[src/rtl/flag_pkg.sv]
package flag_pkg;
  typedef enum logic [2:0] {
    SEL_OP      = 3'd0,
    SEL_OP_MASK = 3'd1,
    SEL_CTL_ERR = 3'd2,
    SEL_CTL_EN  = 3'd3,
    SEL_SER_ERR = 3'd4,
    SEL_SER_EN  = 3'd5
  } reg_sel_e;

  localparam int N_OP      = 4;
  localparam int N_LIVE    = 4;
  localparam int N_CTL     = 4;
  localparam int N_SER     = 2;
  localparam int OP_LSB    = 8;
  localparam int LIVE_LSB  = 4;
  localparam int CTL_LSB   = 2;
  localparam int SER_LSB   = 0;
endpackage

[src/rtl/sticky_bank.sv]
module sticky_bank #(
  parameter int N = 4
) (
  input  logic         clk,
  input  logic         rst_n,
  input  logic [N-1:0] set_i,
  input  logic         clr_en_i,
  input  logic [N-1:0] clr_mask_i,
  output logic [N-1:0] q_o
);
  function automatic logic [N-1:0] next_flags(input logic [N-1:0] cur,
                                              input logic [N-1:0] set,
                                              input logic         clr_en,
                                              input logic [N-1:0] clr);
    logic [N-1:0] kill;
    kill = clr_en ? clr : '0;
    return (cur & ~kill) | set;
  endfunction

  logic [N-1:0] q_d;
  assign q_d = next_flags(q_o, set_i, clr_en_i, clr_mask_i);

  always_ff @(posedge clk or negedge rst_n) begin
    if (!rst_n) q_o <= '0;
    else        q_o <= q_d;
  end
endmodule

[src/rtl/en_reg.sv]
module en_reg #(
  parameter int N = 4
) (
  input  logic         clk,
  input  logic         rst_n,
  input  logic         ld_i,
  input  logic [N-1:0] d_i,
  output logic [N-1:0] q_o
);
  always_ff @(posedge clk or negedge rst_n) begin
    if (!rst_n)    q_o <= '0;
    else if (ld_i) q_o <= d_i;
  end
endmodule

[src/rtl/irq_merge.sv]
module irq_merge #(
  parameter int NO = 4,
  parameter int NC = 4,
  parameter int NS = 2
) (
  input  logic [NO-1:0] op_i,
  input  logic [NO-1:0] op_mask_i,
  input  logic [NC-1:0] ctl_i,
  input  logic [NC-1:0] ctl_en_i,
  input  logic [NS-1:0] ser_i,
  input  logic [NS-1:0] ser_en_i,
  output logic          irq_o
);
  function automatic logic any_hit(input logic [31:0] f, input logic [31:0] e);
    return |(f & e);
  endfunction

  logic hit_op, hit_ctl, hit_ser;
  assign hit_op  = any_hit(32'(op_i),  32'(op_mask_i));
  assign hit_ctl = any_hit(32'(ctl_i), 32'(ctl_en_i));
  assign hit_ser = any_hit(32'(ser_i), 32'(ser_en_i));
  assign irq_o   = hit_op | hit_ctl | hit_ser;
endmodule

[src/rtl/xfer_flag_unit.sv]
module xfer_flag_unit
  import flag_pkg::*;
#(
  parameter int REG_W = 16
) (
  input  logic                 clk,
  input  logic                 rst_n,
  input  logic                 wr_en,
  input  logic [2:0]           wr_sel,
  input  logic [REG_W-1:0]     wr_data,
  input  logic [N_OP-1:0]      ev_op,
  input  logic [N_LIVE-1:0]    live_st,
  input  logic [N_CTL-1:0]     ev_ctl_err,
  input  logic [N_SER-1:0]     ev_ser_err,
  output logic [REG_W-1:0]     op_flags,
  output logic [REG_W-1:0]     op_mask,
  output logic [REG_W-1:0]     ctl_err,
  output logic [REG_W-1:0]     ctl_en,
  output logic [REG_W-1:0]     ser_err,
  output logic [REG_W-1:0]     ser_en,
  output logic                 irq
);
  localparam int OP_MSB  = OP_LSB + N_OP - 1;
  localparam int LV_MSB  = LIVE_LSB + N_LIVE - 1;
  localparam int CTL_MSB = CTL_LSB + N_CTL - 1;
  localparam int SER_MSB = SER_LSB + N_SER - 1;

  // named write strobes
  logic wr_op_clr, wr_ctl_clr, wr_ser_clr;
  logic wr_op_mask, wr_ctl_en, wr_ser_en;
  assign wr_op_clr  = wr_en && (wr_sel == SEL_OP);
  assign wr_ctl_clr = wr_en && (wr_sel == SEL_CTL_ERR);
  assign wr_ser_clr = wr_en && (wr_sel == SEL_SER_ERR);
  assign wr_op_mask = wr_en && (wr_sel == SEL_OP_MASK);
  assign wr_ctl_en  = wr_en && (wr_sel == SEL_CTL_EN);
  assign wr_ser_en  = wr_en && (wr_sel == SEL_SER_EN);

  logic [N_OP-1:0]  op_q,  op_mask_q;
  logic [N_CTL-1:0] ctl_q, ctl_en_q;
  logic [N_SER-1:0] ser_q, ser_en_q;

  sticky_bank #(.N(N_OP)) u_op_flags (
    .clk(clk), .rst_n(rst_n), .set_i(ev_op), .clr_en_i(wr_op_clr),
    .clr_mask_i(wr_data[OP_MSB:OP_LSB]), .q_o(op_q));
  sticky_bank #(.N(N_CTL)) u_ctl_flags (
    .clk(clk), .rst_n(rst_n), .set_i(ev_ctl_err), .clr_en_i(wr_ctl_clr),
    .clr_mask_i(wr_data[CTL_MSB:CTL_LSB]), .q_o(ctl_q));
  sticky_bank #(.N(N_SER)) u_ser_flags (
    .clk(clk), .rst_n(rst_n), .set_i(ev_ser_err), .clr_en_i(wr_ser_clr),
    .clr_mask_i(wr_data[SER_MSB:SER_LSB]), .q_o(ser_q));

  en_reg #(.N(N_OP)) u_op_mask (
    .clk(clk), .rst_n(rst_n), .ld_i(wr_op_mask),
    .d_i(wr_data[OP_MSB:OP_LSB]), .q_o(op_mask_q));
  en_reg #(.N(N_CTL)) u_ctl_en (
    .clk(clk), .rst_n(rst_n), .ld_i(wr_ctl_en),
    .d_i(wr_data[CTL_MSB:CTL_LSB]), .q_o(ctl_en_q));
  en_reg #(.N(N_SER)) u_ser_en (
    .clk(clk), .rst_n(rst_n), .ld_i(wr_ser_en),
    .d_i(wr_data[SER_MSB:SER_LSB]), .q_o(ser_en_q));

  irq_merge #(.NO(N_OP), .NC(N_CTL), .NS(N_SER)) u_irq (
    .op_i(op_q), .op_mask_i(op_mask_q), .ctl_i(ctl_q), .ctl_en_i(ctl_en_q),
    .ser_i(ser_q), .ser_en_i(ser_en_q), .irq_o(irq));

  always_comb begin
    op_flags = '0;
    op_flags[OP_MSB:OP_LSB]  = op_q;
    op_flags[LV_MSB:LIVE_LSB] = live_st;
    op_mask = '0;
    op_mask[OP_MSB:OP_LSB] = op_mask_q;
    ctl_err = '0;
    ctl_err[CTL_MSB:CTL_LSB] = ctl_q;
    ctl_en = '0;
    ctl_en[CTL_MSB:CTL_LSB] = ctl_en_q;
    ser_err = '0;
    ser_err[SER_MSB:SER_LSB] = ser_q;
    ser_en = '0;
    ser_en[SER_MSB:SER_LSB] = ser_en_q;
  end
endmodule

[config.mk]
export PLATFORM = sky130hd
export DESIGN_NAME = xfer_flag_unit
export DESIGN_NICKNAME = d
export VERILOG_FILES = /design/src/rtl/flag_pkg.sv /design/src/rtl/sticky_bank.sv /design/src/rtl/en_reg.sv /design/src/rtl/irq_merge.sv /design/src/rtl/xfer_flag_unit.sv
export SDC_FILE = /design/constraint.sdc
export NUM_CORES = 1
export LEC_CHECK = 0
export BUFFER_PORTS_ARGS = -buffer_cell sky130_fd_sc_hd__buf_2
export CAP_MARGIN = 20
export CORE_MARGIN = 2
export CORE_UTILIZATION = 34
export DETAILED_ROUTE_END_ITERATION = 10
export PLACE_DENSITY = 0.76
export SYNTH_ARGS = -nofsm -noshare
export SYNTH_HDL_FRONTEND = slang
export SYNTH_SLANG_ARGS = --single-unit
export TNS_END_PERCENT = 1
[constraint.sdc]
create_clock -name clk -period 1.1 [get_ports clk]
set_input_delay 0.22 -clock clk [delete_from_list [all_inputs] [get_ports clk]]
set_output_delay 0.22 -clock clk [all_outputs]
set_load 0.01 [all_outputs]
==> key figures <==
Global routing
  • Initial antenna violation count: 0
  • Number of global-route vias before repair: approximately 850
  • Pin count of the biggest net entering global routing: 21
  • First-pass GRT wire length: between 4000 and 5000 microns
  • Gr ovfl total: 0
  • GRT Overall Usage: 0.1080

Yosys
  • Synthesis warning total: 0
  • Synth top area cells: buf_4 (39%), dfrtp_1 (35%), a21o_1 (5.2%)
  • Gate Count Post-Synth: 140
  • Synth Register Bits: 20
  • Sequential share of the synthesized area: 0.3457
  • Netlist cell types: 19
  • Top cell type's share of synthesized area: 0.3941
  • Synth area leader: buf_4
  • Average size of a mapped cell: 10.34 sq um
  • Synthesized area: approximately 1400 sq um

Setup path
  • Worst Path Buf+Inv: 1
  • Slowest-stage cell, CP: dfrtp_1
  • Reg-to-reg critical path startpoint: u_ctl_en.q_o[3]
  • Crit start category: register
  • Critical Path Start: u_ctl_flags.q_o[0]
  • CP delay by family, top: compound AO/OA/AOI/OAI gates
  • Worst EP required: slightly below 0.9 ns
  • CP Data Arrival Time: between 1 and 1.5 ns
  • Critical Path Sink Type: output port
  • CP peak stage delay: roughly 0.38 ns
  • Crit path cell chain: a22o_1 > a221oi_2 > nand4_1 > buf_2
  • Highest net fanout along the worst path: 2
  • Critical path class: register to output port

Clock network
  • Clk sink count: 20
  • Max H-tree Level: 1
  • Cts bufs inserted: 3
  • Reg clk slew, reported paths: approximately 0.080 ns
  • CTS tree: done
  • CTS root buf: clkbuf_8
  • Clock tree buffer depth: 2
  • Clock Latency Late Sink: around 0.25 ns

Die
  • Die Y: about 69 microns
  • Io pins: between 100 and 150
  • Initial core utilization: 0.3568
  • Row Count: 23
  • Core footprint: between 4000 and 5000 sq um
  • Die X: between 60 and 70 microns
  • Overall die area: between 4000 and 5000 sq um

Pwr
  • Switching power share of the total: 0.2798
  • Gate power share: 0.291
  • Sw Pwr: roughly 640 uW
  • Int Power: around 1700 uW
  • LEAKAGE: ~0.0009 uW
  • Pwr per Cell Area: roughly 1300 nW/um^2
  • Peak VDD IR: 1.034 mV
  • Tot Pwr: 2299 uW
  • Flop pwr share: 0.389
  • Clock power frac: 0.320

Layout
  • Diodes inserted: 0
  • Commonest non-fill, non-tap cell in the layout: conb_1
  • Fillers: 420
  • Layout cells sized above 1: 0.3881
  • Nets@finish: ~240
  • Most frequent cells in the layout: conb_1 (72), buf_2 (34), buf_6 (24)
  • Area Overhead vs Synth: 21.35%

Flow run
  • Max cap viols: 0

Worst hold path
  • HP Class: primary input to register
  • HP Start: ev_op[2]

Route
  • Routed len/inst: roughly 11 microns
  • Final wirelength: about 2700 microns
  • Drc violations: 0
  • DRT Pass-1 Iters: 2
  • Iter 0 DRT Violations: 14
  • Via count: about 950
  • Final ANT Viol Nets: 0
  • Vias per inst: around 3.8

Timing
  • Final worst slack: -0.4328 ns
  • Min Tclk post-route: 1.533 ns
  • Final TNS setup: -0.6336 ns
  • Unrepaired setup endpoints after global routing: yes
  • Final hold viol count: 0
  • Final setup fails: 9
  • Fin. max-slew vios: 0
  • Max Clock Freq: roughly 650 MHz
  • Final period utilization: 1.393
  • Worst Skew: 0 ns

Placed design
  • PortBufs: 46
  • GPL Wtd Cong: 0.7231
  • Setup slack at placement: -0.1866 ns
  • Hpwl dp: 2168 microns

Outcome
  • Failing checks: negative setup slack
  • Status: finished, violations left
-- flip-flops by register name, summed over array words and instances, names as in the netlist --
register / cells
u_ctl_en.q_o: 4
u_ctl_flags.q_o: 4
u_op_flags.q_o: 4
u_op_mask.q_o: 4
u_ser_en.q_o: 2
u_ser_flags.q_o: 2
-- path summary, 6_finish.rpt --
path	endpoint	cells past startpoint	slack, ns
setup reg to reg	u_ctl_en.q_o[3]	2	0.17
hold / removal	u_op_flags.q_o[2]	2	0.13
max in group asynchronous	u_ctl_flags.q_o[3]	2	0.35
setup / recovery	irq	4	-0.43
min in group asynchronous	u_ctl_en.q_o[2]	2	0.43
hold reg to reg	u_op_flags.q_o[0]	1	0.52
-- synthesized netlist by cell type (all sizes together) --
| master | n |
|---|---|
| a21o | 10 |
| conb | 1 |
| and4bb | 2 |
| a221oi | 1 |
| dfrtp | 20 |
| buf | 76 |
| nand4 | 1 |
| nand4b | 2 |
| nand2 | 11 |
| a22oi | 3 |
| a22o | 1 |
| nor3 | 1 |
| nor4b | 1 |
| mux2 | 10 |
-- area by class of cell --
type,instances,area (sq um),share of cell area
Timing Repair Buffer,62,473.0,0.2692
Clock inverter,1,30.03,0.01709
Clock buffer,3,41.29,0.02350
Sequential cell,20,500.5,0.2849
Multi-Input combinational cell,115,649.4,0.3697
Tap cell,50,62.56,0.03561
-- metrics by stage --
step | area (sq um) | hold slack [ns] | std cells | utilization
after floorplan | 1720 | -0.07559 | 211 | -
after global placement | 1548 | 0.1897 | 245 | 0.3814
after detailed placement | 1548 | 0.2011 | 245 | 0.3814
after CTS | 1753 | 0.1212 | 251 | 0.4320
after global routing | 1757 | 0.1236 | 251 | 0.4329
final | 1757 | 0.1319 | 251 | 0.4329
-- cells by family after synthesis --
kind of cell,synth area share
AO/OA/AOI/OAI,0.07952
buffers and inverters,0.3941
flip-flops,0.3457
multiplexers,0.08816
other,0.002590
AND/OR/NAND/NOR,0.08989
-- layer usage --
metal,vias to the layer above,GRT usage,share of wire
li1,443,-,-
met1,434,0.1168,0.35
met2,68,0.1955,0.54
met3,2,0.04360,0.10
met4,0,0.02614,0.0052
met5,-,0,0
-- worst register-to-register path, cell delays in order, from the launching register on --
cell and delay [ns]:
dfrtp_1 0.41, buf_6 0.13, mux2_1 0.29
-- power by group through the flow --
| stage | Clock (uW) | Combinational, uW | Sequential [uW] |
|---|---|---|---|
| 2_1_floorplan | 0 | 458 | 945 |
| 3_3_place_gp | 0 | 563 | 899 |
| 3_5_place_dp | 0 | 574 | 904 |
| 4_1_cts | 764 | 670 | 897 |
| 5_1_grt | 787 | 726 | 912 |
| 6_report | 734 | 670 | 894 |
-- repair_timing --
item / 4_1_cts / 5_1_grt
hold endpoints to repair: 20 / 0
gates resized for setup: 23 / 1
pin swaps: 1 / 0
setup buffers: 1 / 0
endpoints found under the setup margin: 13 / 13
hold buffers: 1 / 0
No activity file was read; power rests on OpenSTA's default activity.
